--- config.mk ---
export PLATFORM = sky130hd
export DESIGN_NAME = pwm_chan_top
export DESIGN_NICKNAME = d
export VERILOG_FILES = /design/src/rtl/pwm_pkg.sv /design/src/rtl/pwm_tick_gen.sv /design/src/rtl/pwm_shadow_reg.sv /design/src/rtl/pwm_period_cnt.sv /design/src/rtl/pwm_chan_top.sv
export SDC_FILE = /design/constraint.sdc
export NUM_CORES = 1
export LEC_CHECK = 0
export BUFFER_PORTS_ARGS = -buffer_cell sky130_fd_sc_hd__buf_4
export CORE_MARGIN = 2
export CORE_UTILIZATION = 55
export DETAILED_ROUTE_END_ITERATION = 10
export PLACE_DENSITY = 0.73
export SLEW_MARGIN = 0
export SYNTH_ARGS = -nofsm -noshare
export SYNTH_HDL_FRONTEND = slang
export SYNTH_SLANG_ARGS = --single-unit
--- constraint.sdc ---
create_clock -name clk -period 4.6 [get_ports clk]
set_input_delay 0.23 -clock clk [delete_from_list [all_inputs] [get_ports clk]]
set_output_delay 0.23 -clock clk [all_outputs]
set_load 0.005 [all_outputs]
--- src/rtl/pwm_pkg.sv ---
// Package: shared types for the PWM channel.
// Assumes nothing beyond a single clock domain.
package pwm_pkg;
    // Channel control states: stopped, running, finishing the last period.
    typedef enum logic [1:0] {
        CH_IDLE = 2'd0,
        CH_RUN  = 2'd1,
        CH_STOP = 2'd2
    } ch_state_t;

    localparam int VAL_W_DEF   = 16;
    localparam int SEL_W_DEF   = 4;
    localparam int MAX_LOG_DEF = 10;
endpackage

--- src/rtl/pwm_tick_gen.sv ---
// Module: prescaled tick generator.
// A free-running phase counter, cleared on start, emits a one-cycle tick
// whenever its low sel bits are all ones, i.e. once every 2^sel clocks.
// Selector values above MAX_LOG behave as MAX_LOG because the phase
// counter has only MAX_LOG bits.
module pwm_tick_gen #(
    parameter int SEL_W   = 4,
    parameter int MAX_LOG = 10
) (
    input  logic             clk,
    input  logic             rst_n,
    input  logic             clr,
    input  logic             run,
    input  logic [SEL_W-1:0] sel,
    output logic             tick
);
    localparam int PH_W = (MAX_LOG > 0) ? MAX_LOG : 1;

    logic [PH_W-1:0] phase_q;
    logic [PH_W-1:0] mask;

    // Per-bit mask: bit i takes part in the compare when sel exceeds i.
    for (genvar i = 0; i < PH_W; i++) begin : g_mask
        assign mask[i] = (int'(sel) > i);
    end

    // Phase counter: cleared on start, advances only while running.
    always_ff @(posedge clk) begin
        if (!rst_n) begin
            phase_q <= '0;
        end else if (clr) begin
            phase_q <= '0;
        end else if (run) begin
            phase_q <= phase_q + 1'b1;
        end
    end

    // Tick when every selected low bit of the phase is set.
    assign tick = run && ((phase_q & mask) == mask);
endmodule

--- src/rtl/pwm_shadow_reg.sv ---
// Module: working value with a shadow buffer.
// While idle a write loads the working value directly. While running a
// write goes to the buffer and the working value takes it at the next
// boundary. A write in the same cycle as a boundary becomes the new
// pending value after the older one is applied.
module pwm_shadow_reg #(
    parameter int W = 16
) (
    input  logic         clk,
    input  logic         rst_n,
    input  logic         idle,
    input  logic         wr,
    input  logic [W-1:0] wr_data,
    input  logic         boundary,
    output logic [W-1:0] value
);
    logic [W-1:0] act_q;
    logic [W-1:0] buf_q;
    logic         pend_q;

    // Working value, buffer and pending flag update.
    always_ff @(posedge clk) begin
        if (!rst_n) begin
            act_q  <= '0;
            buf_q  <= '0;
            pend_q <= 1'b0;
        end else if (wr && idle) begin
            act_q  <= wr_data;
            pend_q <= 1'b0;
        end else begin
            if (boundary && pend_q) begin
                act_q <= buf_q;
            end
            if (wr) begin
                buf_q  <= wr_data;
                pend_q <= 1'b1;
            end else if (boundary) begin
                pend_q <= 1'b0;
            end
        end
    end

    assign value = act_q;
endmodule

--- src/rtl/pwm_period_cnt.sv ---
// Module: period counter and duty compare.
// Counts 0..period-1 on ticks and wraps; a period of 0 wraps every tick.
// Assumes the caller clears it on start and only changes the period at
// a wrap, so the count never exceeds period-1.
module pwm_period_cnt #(
    parameter int W = 16
) (
    input  logic         clk,
    input  logic         rst_n,
    input  logic         clr,
    input  logic         tick,
    input  logic [W-1:0] period,
    input  logic [W-1:0] duty,
    output logic [W-1:0] count,
    output logic         last,
    output logic         active
);
    logic [W-1:0] cnt_q;
    logic [W-1:0] per_m1;

    // Last count value of the period, with period 0 treated as 1.
    always_comb begin
        per_m1 = (period == '0) ? '0 : period - 1'b1;
    end

    assign last = (cnt_q >= per_m1);

    // Counter: cleared on start, steps or wraps on each tick.
    always_ff @(posedge clk) begin
        if (!rst_n) begin
            cnt_q <= '0;
        end else if (clr) begin
            cnt_q <= '0;
        end else if (tick) begin
            cnt_q <= last ? '0 : cnt_q + 1'b1;
        end
    end

    assign active = (cnt_q < duty);
    assign count  = cnt_q;
endmodule

--- src/rtl/pwm_chan_top.sv ---
// Module: single PWM channel with buffered duty/period update.
// Holds the start/stop state machine and wires the tick generator, the
// two shadowed values and the period counter. A stop request completes
// the period in progress; the running flag stays high until then.
module pwm_chan_top #(
    parameter int VAL_W   = pwm_pkg::VAL_W_DEF,
    parameter int SEL_W   = pwm_pkg::SEL_W_DEF,
    parameter int MAX_LOG = pwm_pkg::MAX_LOG_DEF
) (
    input  logic             clk,
    input  logic             rst_n,
    input  logic             en_req,
    input  logic             dis_req,
    input  logic             wr_duty,
    input  logic             wr_period,
    input  logic [VAL_W-1:0] wr_data,
    input  logic [SEL_W-1:0] prescale,
    input  logic             invert,
    output logic             pwm_out,
    output logic             period_end,
    output logic             running
);
    import pwm_pkg::*;

    localparam int NUM_VALS = 2;
    localparam int IDX_DUTY = 0;
    localparam int IDX_PER  = 1;

    ch_state_t        st_q, st_d;
    logic             start;
    logic             tick;
    logic             last;
    logic             active;
    logic             boundary;
    logic             idle;
    logic [VAL_W-1:0] cnt_q;
    logic [VAL_W-1:0] duty_act;
    logic [VAL_W-1:0] per_act;
    logic [NUM_VALS-1:0] wr_vec;
    logic [VAL_W-1:0] val_vec [NUM_VALS];

    assign idle     = (st_q == CH_IDLE);
    assign running  = !idle;
    assign start    = idle && en_req;
    assign boundary = tick && last;

    // Next-state logic for start, stop request and stop completion.
    always_comb begin
        st_d = st_q;
        case (st_q)
            CH_IDLE: if (en_req) st_d = CH_RUN;
            CH_RUN: begin
                if (dis_req) st_d = boundary ? CH_IDLE : CH_STOP;
            end
            CH_STOP: if (boundary) st_d = CH_IDLE;
            default: st_d = CH_IDLE;
        endcase
    end

    // State register.
    always_ff @(posedge clk) begin
        if (!rst_n) st_q <= CH_IDLE;
        else        st_q <= st_d;
    end

    pwm_tick_gen #(
        .SEL_W   (SEL_W),
        .MAX_LOG (MAX_LOG)
    ) u_tick (
        .clk   (clk),
        .rst_n (rst_n),
        .clr   (start),
        .run   (running),
        .sel   (prescale),
        .tick  (tick)
    );

    assign wr_vec[IDX_DUTY] = wr_duty;
    assign wr_vec[IDX_PER]  = wr_period;

    // One shadowed register per programmable value.
    for (genvar g = 0; g < NUM_VALS; g++) begin : g_val
        pwm_shadow_reg #(.W(VAL_W)) u_shadow (
            .clk      (clk),
            .rst_n    (rst_n),
            .idle     (idle),
            .wr       (wr_vec[g]),
            .wr_data  (wr_data),
            .boundary (boundary),
            .value    (val_vec[g])
        );
    end

    assign duty_act = val_vec[IDX_DUTY];
    assign per_act  = val_vec[IDX_PER];

    pwm_period_cnt #(.W(VAL_W)) u_cnt (
        .clk    (clk),
        .rst_n  (rst_n),
        .clr    (start),
        .tick   (tick),
        .period (per_act),
        .duty   (duty_act),
        .count  (cnt_q),
        .last   (last),
        .active (active)
    );

    assign pwm_out    = (running && active) ^ invert;
    assign period_end = boundary;
endmodule

=== Word-level counts from Yosys, hierarchy flattened ===
Index checks and enable logic that the tools add are counted.

* Register bits after elaboration: 94
* Bits of input ports: 27
* Output and inout port bits: 3
* Word-level logic and storage cells: 70

* Add/subtract/negate cells: 3
* $lt $le $gt $ge: 12
* Eq/ne operators: 6
* Multiplexer cells: 14
* Bitwise logic cells: 5
* Reduce and logical (&&, ||, !) cells: 21

{| class="wikitable"
|+ Operators by type and width
! kind !! count
|-
| 2-to-1 mux 16 bit || 6
|-
| adder 16 x 1 -> 16 bit, second input constant || 1
|-
| >= comparator 16 bit || 1
|-
| > comparator 4 x 3 -> 1 bit, second input constant || 4
|-
| logical NOT 16 bit || 1
|-
| < comparator 16 bit || 1
|-
| subtractor 16 x 1 -> 16 bit, second input constant || 1
|-
| adder 10 x 1 -> 10 bit, second input constant || 1
|-
| bitwise AND 10 bit || 1
|-
| == test 10 bit || 1
|-
| > comparator 4 x 1 -> 1 bit, second input constant || 2
|-
| > comparator 4 x 2 -> 1 bit, second input constant || 2
|-
| > comparator 4 bit, second input constant || 2
|-
| logical AND 1 bit || 8
|-
| 2-to-1 mux 2 bit || 4
|-
| nonzero test 2 bit || 4
|-
| inequality test 2 bit, second input constant || 3
|-
| case mux 2 bit (3 select lines) || 1
|-
| OR reduction 2 bit || 3
|-
| AND reduction 2 bit || 2
|-
| 2-to-1 mux 1 bit || 3
|-
| inverter 1 bit || 3
|-
| AND reduction 3 bit || 1
|-
| == test 2 x 1 -> 1 bit, second input constant || 1
|-
| 4 further kinds || 4
|}

=== Longest topological paths before layout ===
Gate-level depths: netlist of run 1.

* Depth in word-level cells: 8
* Mapped depth: 14
* Depth with buffers taken out: 13

=== By module ===
A second synthesis of run 1 with hierarchy kept.

* Cells, all modules: 640
* Area, all modules: 5,387.7 um2

{| class="wikitable"
|+ Modules (own cells, without submodules)
! module !! times used !! cells an instance !! area each (um2)
|-
| pwm_shadow_reg || 2 || 165 || 1,460.2
|-
| pwm_period_cnt || 1 || 231 || 1,809.2
|-
| pwm_tick_gen || 1 || 65 || 543.0
|-
| pwm_chan_top || 1 || 14 || 115.1
|}

=== Worst setup path before layout of run 1 ===
Ideal clock, no wire load.

* Path type: flip-flop to flip-flop
* Start point: reg g_val[1].u_shadow.act_q[2]
* End point: reg g_val[0].u_shadow.act_q[0]
* Setup time: 0.074 ns
* Arrival: 3.488 ns
* Setup slack: 1.038 ns
* Cell stages (with the launch flop): 13
* Path through: dfxtp_1 -> or3_4 -> or3_4 -> or4_4 -> nor3_2 -> xor2_1 -> nand2_1 -> ha_1 -> nand4_1 -> o31ai_1 -> clkbuf_1 -> nand4_1 -> a31oi_1

* Longest elaborated chain between the ends: 6

{| class="wikitable"
|+ Ends and longest elaborated chain
! element !! RTL line !! source
|-
| from (decl) || pwm_shadow_reg.sv:17 || <nowiki>logic [W-1:0] act_q;</nowiki>
|-
| from (signal assigned) || pwm_shadow_reg.sv:28 || <nowiki>act_q <= wr_data;</nowiki>
|-
| from (signal assigned) || pwm_shadow_reg.sv:32 || <nowiki>act_q <= buf_q;</nowiki>
|-
| subtractor 16 x 1 -> 16 bit / logical NOT 16 bit (equally long branches) || pwm_period_cnt.sv:23 || <nowiki>per_m1 = (period == '0) ? '0 : period - 1'b1;</nowiki>
|-
| 2-to-1 mux 16 bit (*) || pwm_period_cnt.sv:23 ||
|-
| >= comparator 16 bit (*) || pwm_period_cnt.sv:26 || <nowiki>assign last = (cnt_q >= per_m1);</nowiki>
|-
| logical AND 1 bit (*) || pwm_chan_top.sv:45 || <nowiki>assign boundary = tick && last;</nowiki>
|-
| logical AND 1 bit (*) || pwm_shadow_reg.sv:31 || <nowiki>if (boundary && pend_q) begin</nowiki>
|-
| nonzero test 2 bit (no line) (*) || - ||
|-
| to (signal assigned) || pwm_shadow_reg.sv:28 ||
|-
| to (signal assigned) || pwm_shadow_reg.sv:32 ||
|-
| to (decl) || pwm_shadow_reg.sv:17 ||
|}

Mark *: on every way between the ends. The rest lies on a longest branch, timed or not.
A chain may end at the register's enable or synchronous reset.

=== Final worst setup path of run 1 ===
* Start point: reg g_val[1].u_shadow.act_q[2]
* End point: out period_end

* Longest elaborated chain between the ends: 4

{| class="wikitable"
|+ Ends and longest elaborated chain
! element !! RTL line !! source
|-
| subtractor 16 x 1 -> 16 bit / logical NOT 16 bit (equally long branches) || pwm_period_cnt.sv:23 ||
|-
| 2-to-1 mux 16 bit (*) || pwm_period_cnt.sv:23 ||
|-
| >= comparator 16 bit (*) || pwm_period_cnt.sv:26 ||
|-
| logical AND 1 bit (*) || pwm_chan_top.sv:45 ||
|-
| to (decl) || pwm_chan_top.sv:20 || <nowiki>output logic period_end,</nowiki>
|}

Marked as above.

==> results of run 1 <==
per-layer routing:
metal	share of wire (%)	GRT usage, %	wire length [um]	vias up
li1	-	-	-	2415
met5	0	0	0	-
met4	2.1	9.46	278	0
met3	7.5	6.49	995	19
met2	47	43.0	6260	171
met1	43	35.4	5760	2311
cell families after synthesis:
| logic type | after synthesis | share of synthesized area, % |
|---|---|---|
| simple gates | 237 | 22.2 |
| fa+ha+maj | 35 | 8.32 |
| flops | 94 | 35.8 |
| buf+inv | 71 | 5.28 |
| xor+xnor | 24 | 4.00 |
| compound gates | 199 | 24.0 |
| mux | 2 | 0.381 |
registers in the layout (all words and copies together) (netlist names):
register               flops
g_val.u_shadow.buf_q      32
g_val.u_shadow.value      32
u_cnt.count               16
u_tick.phase_q            10
g_val.u_shadow.pend_q      2
st_q                       2
cells in the final DEF (no fill, tap or decap), drive strengths merged, types with 2 or more instances in the layout:
master / n
a211o: 2
a211oi: 2
a21boi: 35
a21o: 5
a21oi: 29
a31oi: 32
and2: 3
and3: 3
buf: 35
bufinv: 2
clkbuf: 11
clkinv: 3
dfxtp: 94
ha: 35
inv: 27
mux2i: 2
nand2: 110
nand2b: 3
nand3: 6
nand4: 46
nor2: 27
nor2b: 2
nor3: 9
nor4: 7
o21ai: 51
o31ai: 38
or3: 13
or4: 5
xnor2: 6
xor2: 18
where the power goes:
part	total [mW]	internal [mW]	switching, mW
Combinational	0.305	0.124	0.181
Clock	0.651	0.343	0.308
Sequential	0.898	0.857	0.0407
Total	1.85	1.32	0.530
final timing paths:
kind	start	to	slack, ns
setup reg to reg	g_val[1].u_shadow.value[2]	g_val[1].u_shadow.value[14]	0.63
hold / removal	wr_data[0]	g_val[1].u_shadow.buf_q[0]	0.15
setup / recovery	g_val[1].u_shadow.value[2]	period_end	0.46
hold reg to reg	g_val[0].u_shadow.buf_q[9]	g_val[0].u_shadow.buf_q[9]	0.48
worst max-delay path, delay by kind of cell (launching register included):
family	cells	cell delay, ns
XOR/XNOR	1	0.19
buffers and inverters	1	0.16
AND/OR/NAND/NOR	6	1.61
flip-flops	1	0.36
AO/OA/AOI/OAI	4	0.92
adder cells (fa/ha/maj)	1	0.31
through the flow:
step	cell area [um^2]	hold WS [ns]
after global placement	5520	0.452
after floorplan	5260	0.375
after CTS	5760	0.136
after global routing	5760	0.141
after detailed placement	5520	0.460
final	5760	0.146
what timing repair did:
action                                  in CTS  in global routing
buffers inserted                             0                  1
endpoints found under the hold margin        0                  0
endpoints found under the setup margin       0                  1
hold buffers                                 0                  0
final cells by class:
type | instances | area, um^2
fillers | 824 | 3480
multi-input cells | 497 | 3120
flip-flops and latches | 94 | 1880
repair buffers | 35 | 263
well taps | 129 | 161
clock buffers | 11 | 151
inverters | 27 | 101
clock inverters | 5 | 88.8
==> reports/metrics.yaml, run 1 <==
status:
  outcome: "finished, final reports clean"
sta:
  rsz0062_at_grt: "false"
  hold_viol_final: 0
  fin_ws_ns: 0.459
  setup_violations: 0
  worst-slew-pin-transition_ns: 0.819
  clock_skew_ns: 0.00785
  drv_slew: 0
  fin_crit_sh_pct: 90.0
  max_freq_ghz: 0.241
  relSlewSlack_pct: 45.3
  min_period_ns: 4.14
  finalSetupTns_ns: 0
layout:
  post-route-util_pct: 62.4
  final_cells: 798
  syn_to_final_growth_pct: 9.54
  drive_gt1_share_pct: 8.97
  final_nets: 726
  n_antenna_cell: 0
floorplanning:
  dieArea_um2: 10400
  start_util_pct: 56.9
  die_h_um: 102
  core.rowCount: 35
  ios: 30
  fp.dieW_um: 102
  design.core.area_um2: 9240
grt:
  first_global_vias: 4421
  grt_max_degree: 70
  antenna_found_initial: 0
  grt_pass1_wl_mm: 21.5
  grtUsageTotal_pct: 26.8
  gr-total-overflow: 0
clock_network:
  clk_pin_slew_ns: 0.10
  cts_buffer_depth: 2
  clock-root-buffer: "clkbuf_8"
  tritoncts: "yes"
  cts_max_level: 3
  cts_buffers: 9
  cts_resized: 0
  clk_latency_ns: 0.37
  clkSinkCount: 94
yosys:
  synth_edf_count: 0
  synth_top_area_cell: "dfxtp_1"
  synthFlopType: "dfxtp_1"
  synthTopCellsByArea: "dfxtp_1 (36%), ha_1 (8.3%), nand2_1 (7.8%), nand4_1 (5.5%), o31ai_1 (5.3%)"
  syn-cell-area_um2: 5260
  yosys_warnings: 0
  avgSynthCellArea_um2: 7.95
  ys_ff_latch: 94
  netlist_instances: 662
  synth.net_count: 724
  async_reset_ff_share_pct: 0
  ys_top_cells_by_count: "nand2_1 (110), dfxtp_1 (94), o21ai_0 (50)"
  yosysSeqAreaShare_pct: 35.8
  yosysTopAreaCellShare_pct: 35.8
  yosysMostFrequentCell: "nand2_1"
  netlist-cell-type-count: 47
placed_design:
  port-buffer-count: 29
  dp_slack_ns: 0.544
  place_inst: 781
  dp_hpwl_mm: 9.44
  place.gp.congestion: 0.864
drt:
  drc: 0
  via_per_inst: 6.16
  ant_nets: 0
  first_pass_iters: 5
  dr_total_vias: 4916
  drtIter0Drc: 274
  drt_wl_total_mm: 13.3
  wl_per_cell_um: 16.7
worst_setup_path:
  worstPathArrival_ns: 3.91
  crit_path_start_kind: "register"
  end_kind: "output pin"
  worstSetupPathType: "reg -> out"
  path_cells: "or3_4 -> or3_4 -> or4_4 -> nor4_4 -> xor2_1 -> nand2_1 -> ha_1 -> a21oi_1 -> o21ai_0 -> a21oi_1 -> o31a_1 -> nor2_1 -> buf_4"
  cp.required_ns: 4.37
  rr_worst_depth: 14
  crit_path_max_fanout: 8
  slowest_delay_ns: 0.48
  slowest_stage: "or4_4"
flow_run:
  maxCapViolations: 0
hold_path:
  hold_path.class: "in -> reg"
  min_path_cells: 3
pwr:
  vdd_ir_drop_max_mv: 0.381
  powerDensity_nw_per_um2: 322
  fin_total_pwr_mw: 1.85
  power.leakage_nw: 2.08
Power figures use the tool's default switching activity.
==> run 2, diff against run 1 <==
- PLACE_DENSITY: 0.73 -> 0.76
- clock period: 4.6 -> 3.7 ns (I/O delays scaled with it)
==> reports/metrics.yaml, run 2 (synthesis results as in run 1) <==
layout:
  syn_to_final_growth_pct: 16.3
  final_nets: 750  # +3.3%
  drive_gt1_share_pct: 14.7  # +5.8 points
  n_antenna_cell: 0  # unchanged
  final_common_cell: "nand2_1"
  final_cell_mix: "nand2_1 (110), dfxtp_1 (92), o21ai_0 (49), nand4_1 (46), buf_4 (46)"
status:
  outcome: "complete, but fails checks"
  violations: "setup timing"
worst_setup_path:
  path_cells: "or3_4 -> or3_4 -> or4_4 -> nor4_4 -> xor2_1 -> nand2_1 -> ha_4 -> nand4_1 -> o31a_1 -> buf_12 -> nor2_2 -> buf_4"
  slowest_delay_ns: 0.48  # about the same
  slowest_stage: "or4_4"
  crit_path_max_fanout: 5  # -3
  crit_path_start_kind: "register"
  path_buf_inv: 2  # +1
  cp.required_ns: 3.51  # -0.86 ns
  worstPathArrival_ns: 3.69  # -0.22 ns
  critical-path-top-delay-family: "simple AND/OR/NAND/NOR gates"
  cp_common_cell: "or3_4"
  worstSetupPathType: "reg -> out"
  end_kind: "output pin"
sta:
  setup_violations: 29  # +29
  fin_crit_sh_pct: 105
  hold_viol_final: 0  # unchanged
  drv_slew: 0  # unchanged
  finalSetupTns_ns: -1.25  # -1.25 ns
  max_freq_ghz: 0.258
  fin_ws_ns: -0.175  # -0.633 ns
  worst-slew-pin-transition_ns: 0.834  # +0.0152 ns
  rsz0062_at_grt: "true"
  relSlewSlack_pct: 44.3  # -1.0 points
  min_period_ns: 3.87
  clock_skew_ns: 0.0152  # +0.00734 ns
clock_network:
  cts_buffer_depth: 2  # unchanged
  cts_max_level: 3  # unchanged
  clkSinkCount: 94  # unchanged
  clock-root-buffer: "clkbuf_8"
  cts_buffers: 9  # unchanged
  clk_pin_slew_ns: 0.10  # about the same
  clk_latency_ns: 0.38  # about the same
  tritoncts: "yes"
pwr:
  p_switching_mw: 0.686  # +30%
  p_int_mw: 1.57  # +18%
  pwr-share-comb_pct: 19.4  # +3.0 points
  powerDensity_nw_per_um2: 368  # +14%
  fin_total_pwr_mw: 2.25  # +22%
  power.leakage_nw: 2.22  # +6.9%
  p_sw_share_pct: 30.5  # +1.9 points
  vdd_ir_drop_max_mv: 0.244  # -36%
  pwr-share-clk_pct: 31.2  # -3.9 points
  seq_power_share_pct: 49.4  # +1.0 points
grt:
  grt_pass1_wl_mm: 22.3  # +3.5%
  antenna_found_initial: 0  # unchanged
  grt_max_degree: 70  # unchanged
  grtUsageTotal_pct: 27.4  # +0.53 points
  first_global_vias: 4516  # +2.1%
  gr-total-overflow: 0  # unchanged
placed_design:
  port-buffer-count: 29  # unchanged
  dp_slack_ns: -0.0557  # -0.600 ns
  place.gp.congestion: 0.815  # -5.7%
  dp_hpwl_mm: 9.32  # -1.3%
floorplanning:
  core.rowCount: 35  # unchanged
  start_util_pct: 56.9  # unchanged
  ios: 30  # unchanged
  fp.dieW_um: 102  # unchanged
  design.core.area_um2: 9240  # unchanged
  dieArea_um2: 10400  # unchanged
  die_h_um: 102  # unchanged
drt:
  ant_nets: 0  # unchanged
  drc: 0  # unchanged
  drt_wl_total_mm: 14.6  # +9.5%
  first_pass_iters: 5  # unchanged
  drtIter0Drc: 361  # +32%
  wl_per_cell_um: 17.7  # +6.3%
  via_per_inst: 6.23  # +1.1%
  dr_total_vias: 5122  # +4.2%
hold_path:
  hold_path.class: "in -> reg"
flow_run:
  maxCapViolations: 0  # unchanged
-- run 2: metrics by stage --
| stage | hold WS, ns | util [%] | cells | cell area (um^2) |
|---|---|---|---|---|
| after global routing | 0.0900 | 66.2 | 822 | 6120 |
| final | 0.0815 | 66.2 | 822 | 6120 |
| after CTS | 0.0948 | 63.5 | 807 | 5860 |
| after floorplan | 0.330 | - | 662 | 5260 |
| after detailed placement | 0.460 | 60.1 | 785 | 5560 |
| after global placement | 0.450 | 60.1 | 785 | 5560 |
-- run 2: final timing paths --
| kind | end | cells after the start | slack [ns] | start |
|---|---|---|---|---|
| worst max-delay path | period_end | 12 | -0.17 | g_val[1].u_shadow.value[2] |
| worst min-delay path | g_val[0].u_shadow.pend_q | 3 | 0.08 | wr_duty |
| worst max register to register | g_val[1].u_shadow.value[3] | 15 | -0.08 | g_val[1].u_shadow.value[2] |
| worst min register to register | g_val[1].u_shadow.buf_q[6] | 2 | 0.48 | g_val[1].u_shadow.buf_q[6] |
-- run 2: area by class of cell --
cell class                 instances  area [um^2]
sequential                        94         1890
multi-input combinational        498         3230
fill                             734         3120
clock buffer                      10          128
tap                              129          161
timing repair buffer              58          547
clock inverter                     6         68.8
inverter                          27          101
-- run 2: power groups by stage --
stage	Sequential, mW	Combinational (mW)	Clock [mW]
finish	1.11	0.437	0.702
global route	1.12	0.485	0.747
CTS	1.11	0.402	0.704
detailed placement	1.13	0.384	0
global placement	1.13	0.367	0
floorplan	1.12	0.279	0
-- run 2: layer usage --
metal	track usage, %	routed length (um)
met1	36.7	6130
met2	46.4	7090
met3	3.31	939
met4	7.80	403
met5	0	0
-- run 2: timing repair --
item | in CTS | in global routing
pin swaps | 4 | 17
cloned | 1 | 5
endpoints found under the setup margin | 35 | 51
setup buffers | 5 | 11
resized for setup | 9 | 29
hold buffers | 0 | 0
-- run 2: worst reg2reg max path, stage by stage (launching register included) --
cell and delay (ns):
dfxtp_2 0.33, or3_4 0.37, or3_4 0.34, or4_4 0.48, nor4_4 0.17, xor2_1 0.19, nand2_1 0.15, ha_4 0.32
nand4_1 0.16, buf_4 0.20, o31ai_4 0.25, buf_12 0.16, buf_6 0.10, buf_12 0.12, nand4_1 0.13, a31oi_1 0.22
==> run 3, diff against run 2 <==
- PLACE_DENSITY: 0.76 -> 0.74
==> reports/metrics.yaml, run 3 (synthesis results as in run 1) <==
layout:
  final_cells: 817  # -0.61%
  post-route-util_pct: 65.9  # -0.37 points
  n_antenna_cell: 0  # unchanged
  final_cell_mix: "nand2_1 (110), dfxtp_1 (92), o21ai_0 (48), nand4_1 (46), buf_4 (45)"
  final_nets: 745  # -0.67%
  drive_gt1_share_pct: 14.5  # -0.18 points
  syn_to_final_growth_pct: 15.7
  final_common_cell: "nand2_1"
  finalInstanceArea_um2: 6090  # -0.55%
  fill_cells: 776  # +5.7%
worst_setup_path:
  crit_path_max_fanout: 5  # unchanged
  r2r_setup_slack_ns: -0.05  # +0.03 ns
  end_kind: "output pin"
  crit_path_start_kind: "register"
  slowest_delay_ns: 0.49  # about the same
  slowest_stage: "or4_4"
  path_buf_inv: 2  # unchanged
  path_cells: "or3_4 -> or3_4 -> or4_4 -> nor2_2 -> xor2_1 -> nand2_1 -> ha_1 -> a21oi_1 -> o21ai_1 -> a21oi_2 -> o31a_1 -> buf_12 -> nor2_4 -> buf_4"
  critical-path-top-delay-family: "simple AND/OR/NAND/NOR gates"
  cp.required_ns: 3.51  # about the same
  rr_worst_depth: 13  # -2
  timing.rr.end: "g_val[1].u_shadow.value[14]"
  worstSetupPathType: "reg -> out"
  worstPathArrival_ns: 3.58  # -0.11 ns
  cp_common_cell: "or3_4"
  rr_startpoint: "g_val[1].u_shadow.value[2]"
grt:
  first_global_vias: 4388  # -2.8%
  antenna_found_initial: 0  # unchanged
  gr-total-overflow: 0  # unchanged
  grt_pass1_wl_mm: 21.8  # -1.9%
  grtUsageTotal_pct: 27.0  # -0.34 points
  grt_max_degree: 70  # unchanged
drt:
  dr_total_vias: 5008  # -2.2%
  drt_wl_total_mm: 14.2  # -2.8%
  wl_per_cell_um: 17.3  # -2.2%
  first_pass_iters: 5  # unchanged
  drtIter0Drc: 292  # -19%
  ant_nets: 0  # unchanged
  via_per_inst: 6.13  # -1.6%
  drc: 0  # unchanged
sta:
  worst-slew-pin-transition_ns: 0.854  # +0.0196 ns
  fin_ws_ns: -0.0643  # +0.110 ns
  clock_skew_ns: 0.0201  # +0.00491 ns
  hold_viol_final: 0  # unchanged
  relSlewSlack_pct: 43.0  # -1.3 points
  setup_violations: 12  # -59%
  drv_slew: 0  # unchanged
  timing.hold.ws_ns: 0.0856  # +0.00414 ns
  rsz0062_at_grt: "true"
  min_period_ns: 3.76  # -0.110 ns
  max_freq_ghz: 0.266  # +2.9%
  fin_crit_sh_pct: 102  # -3.0 points
floorplanning:
  ios: 30  # unchanged
  fp.dieW_um: 102  # unchanged
  design.core.area_um2: 9240  # unchanged
  core.rowCount: 35  # unchanged
  start_util_pct: 56.9  # unchanged
  dieArea_um2: 10400  # unchanged
  die_h_um: 102  # unchanged
placed_design:
  place.gp.congestion: 0.816  # +0.11%
  place_area_um2: 5560  # unchanged
  place_inst: 785  # unchanged
  port-buffer-count: 29  # unchanged
  dp_hpwl_mm: 9.25  # -0.76%
clock_network:
  postCtsHoldBufs: 0  # unchanged
  cts_buffer_depth: 2  # unchanged
  clock-root-buffer: "clkbuf_8"
  tritoncts: "yes"
  cts_max_level: 3  # unchanged
  clkSinkCount: 94  # unchanged
  clk_latency_ns: 0.38  # about the same
  cts_buffers: 9  # unchanged
  clk_pin_slew_ns: 0.12  # +0.02 ns
flow_run:
  maxCapViolations: 0  # unchanged
pwr:
  fin_total_pwr_mw: 2.21  # -1.7%
  vdd_ir_drop_max_mv: 0.217  # -11%
  powerDensity_nw_per_um2: 364  # -1.2%
  power.leakage_nw: 2.19  # -1.4%
status:
  outcome: "complete, but fails checks"
  violations: "setup timing"
hold_path:
  min_to: "g_val[0].u_shadow.pend_q"
  hold_path.class: "in -> reg"
  min_from: "wr_duty"
  min_path_cells: 3  # unchanged
[run 3: per-layer routing]
metal | GRT usage [%] | vias to the layer above | wire length (um)
li1 | - | 2445 | -
met1 | 37.1 | 2361 | 6160
met3 | 4.76 | 38 | 821
met2 | 42.5 | 164 | 6740
met5 | 0 | - | 0
met4 | 10.1 | 0 | 435
[run 3: worst max path at each step]
stage / to / start / depth (start not counted)
after floorplan: g_val[0].u_shadow.value[0] / g_val[1].u_shadow.value[2] / 12
after global placement: u_cnt.count[14] / g_val[1].u_shadow.value[8] / 12
after detailed placement: period_end / g_val[1].u_shadow.value[2] / 14
after CTS: period_end / g_val[1].u_shadow.value[2] / 14
after global routing: g_val[1].u_shadow.value[14] / g_val[1].u_shadow.value[8] / 14
final: period_end / g_val[1].u_shadow.value[2] / 14
[run 3: what timing repair did]
item                       CTS  global route
cloned                       1             4
resized for setup           14            21
setup buffers                7             8
pin swaps                    8            18
setup endpoints to repair    1            51
[run 3: through the flow]
| step | setup slack [ns] | TNS (ns) |
|---|---|---|
| after floorplan | 0.138 | 0 |
| after global routing | -0.226 | -3.77 |
| after detailed placement | 0.0677 | 0 |
| after global placement | 0.133 | 0 |
| after CTS | -0.125 | -1.92 |
| final | -0.0643 | -0.266 |
[run 3: report_power, final]
| group | switching (mW) | internal [mW] | leakage, nW |
|---|---|---|---|
| combinational | 0.243 | 0.182 | 1.32 |
| clock | 0.412 | 0.260 | 0.0980 |
| sequential | 0.0515 | 1.07 | 0.769 |
| total | 0.707 | 1.51 | 2.19 |
[run 3: tightest hold or removal path, cell delays in order]
cell      delay (ns)
buf_4           0.10
a211o_1         0.09
a21boi_1        0.05
[run 3: final cells by class]
| class | instances | area, um^2 | area share (%) |
|---|---|---|---|
| clock buffers | 9 | 124 | 2.03 |
| clock inverters | 7 | 62.6 | 1.03 |
| inverters | 27 | 101 | 1.66 |
| multi-input cells | 497 | 3240 | 53.3 |
| flip-flops and latches | 94 | 1880 | 31.0 |
| well taps | 129 | 161 | 2.65 |
| repair buffers | 54 | 510 | 8.39 |
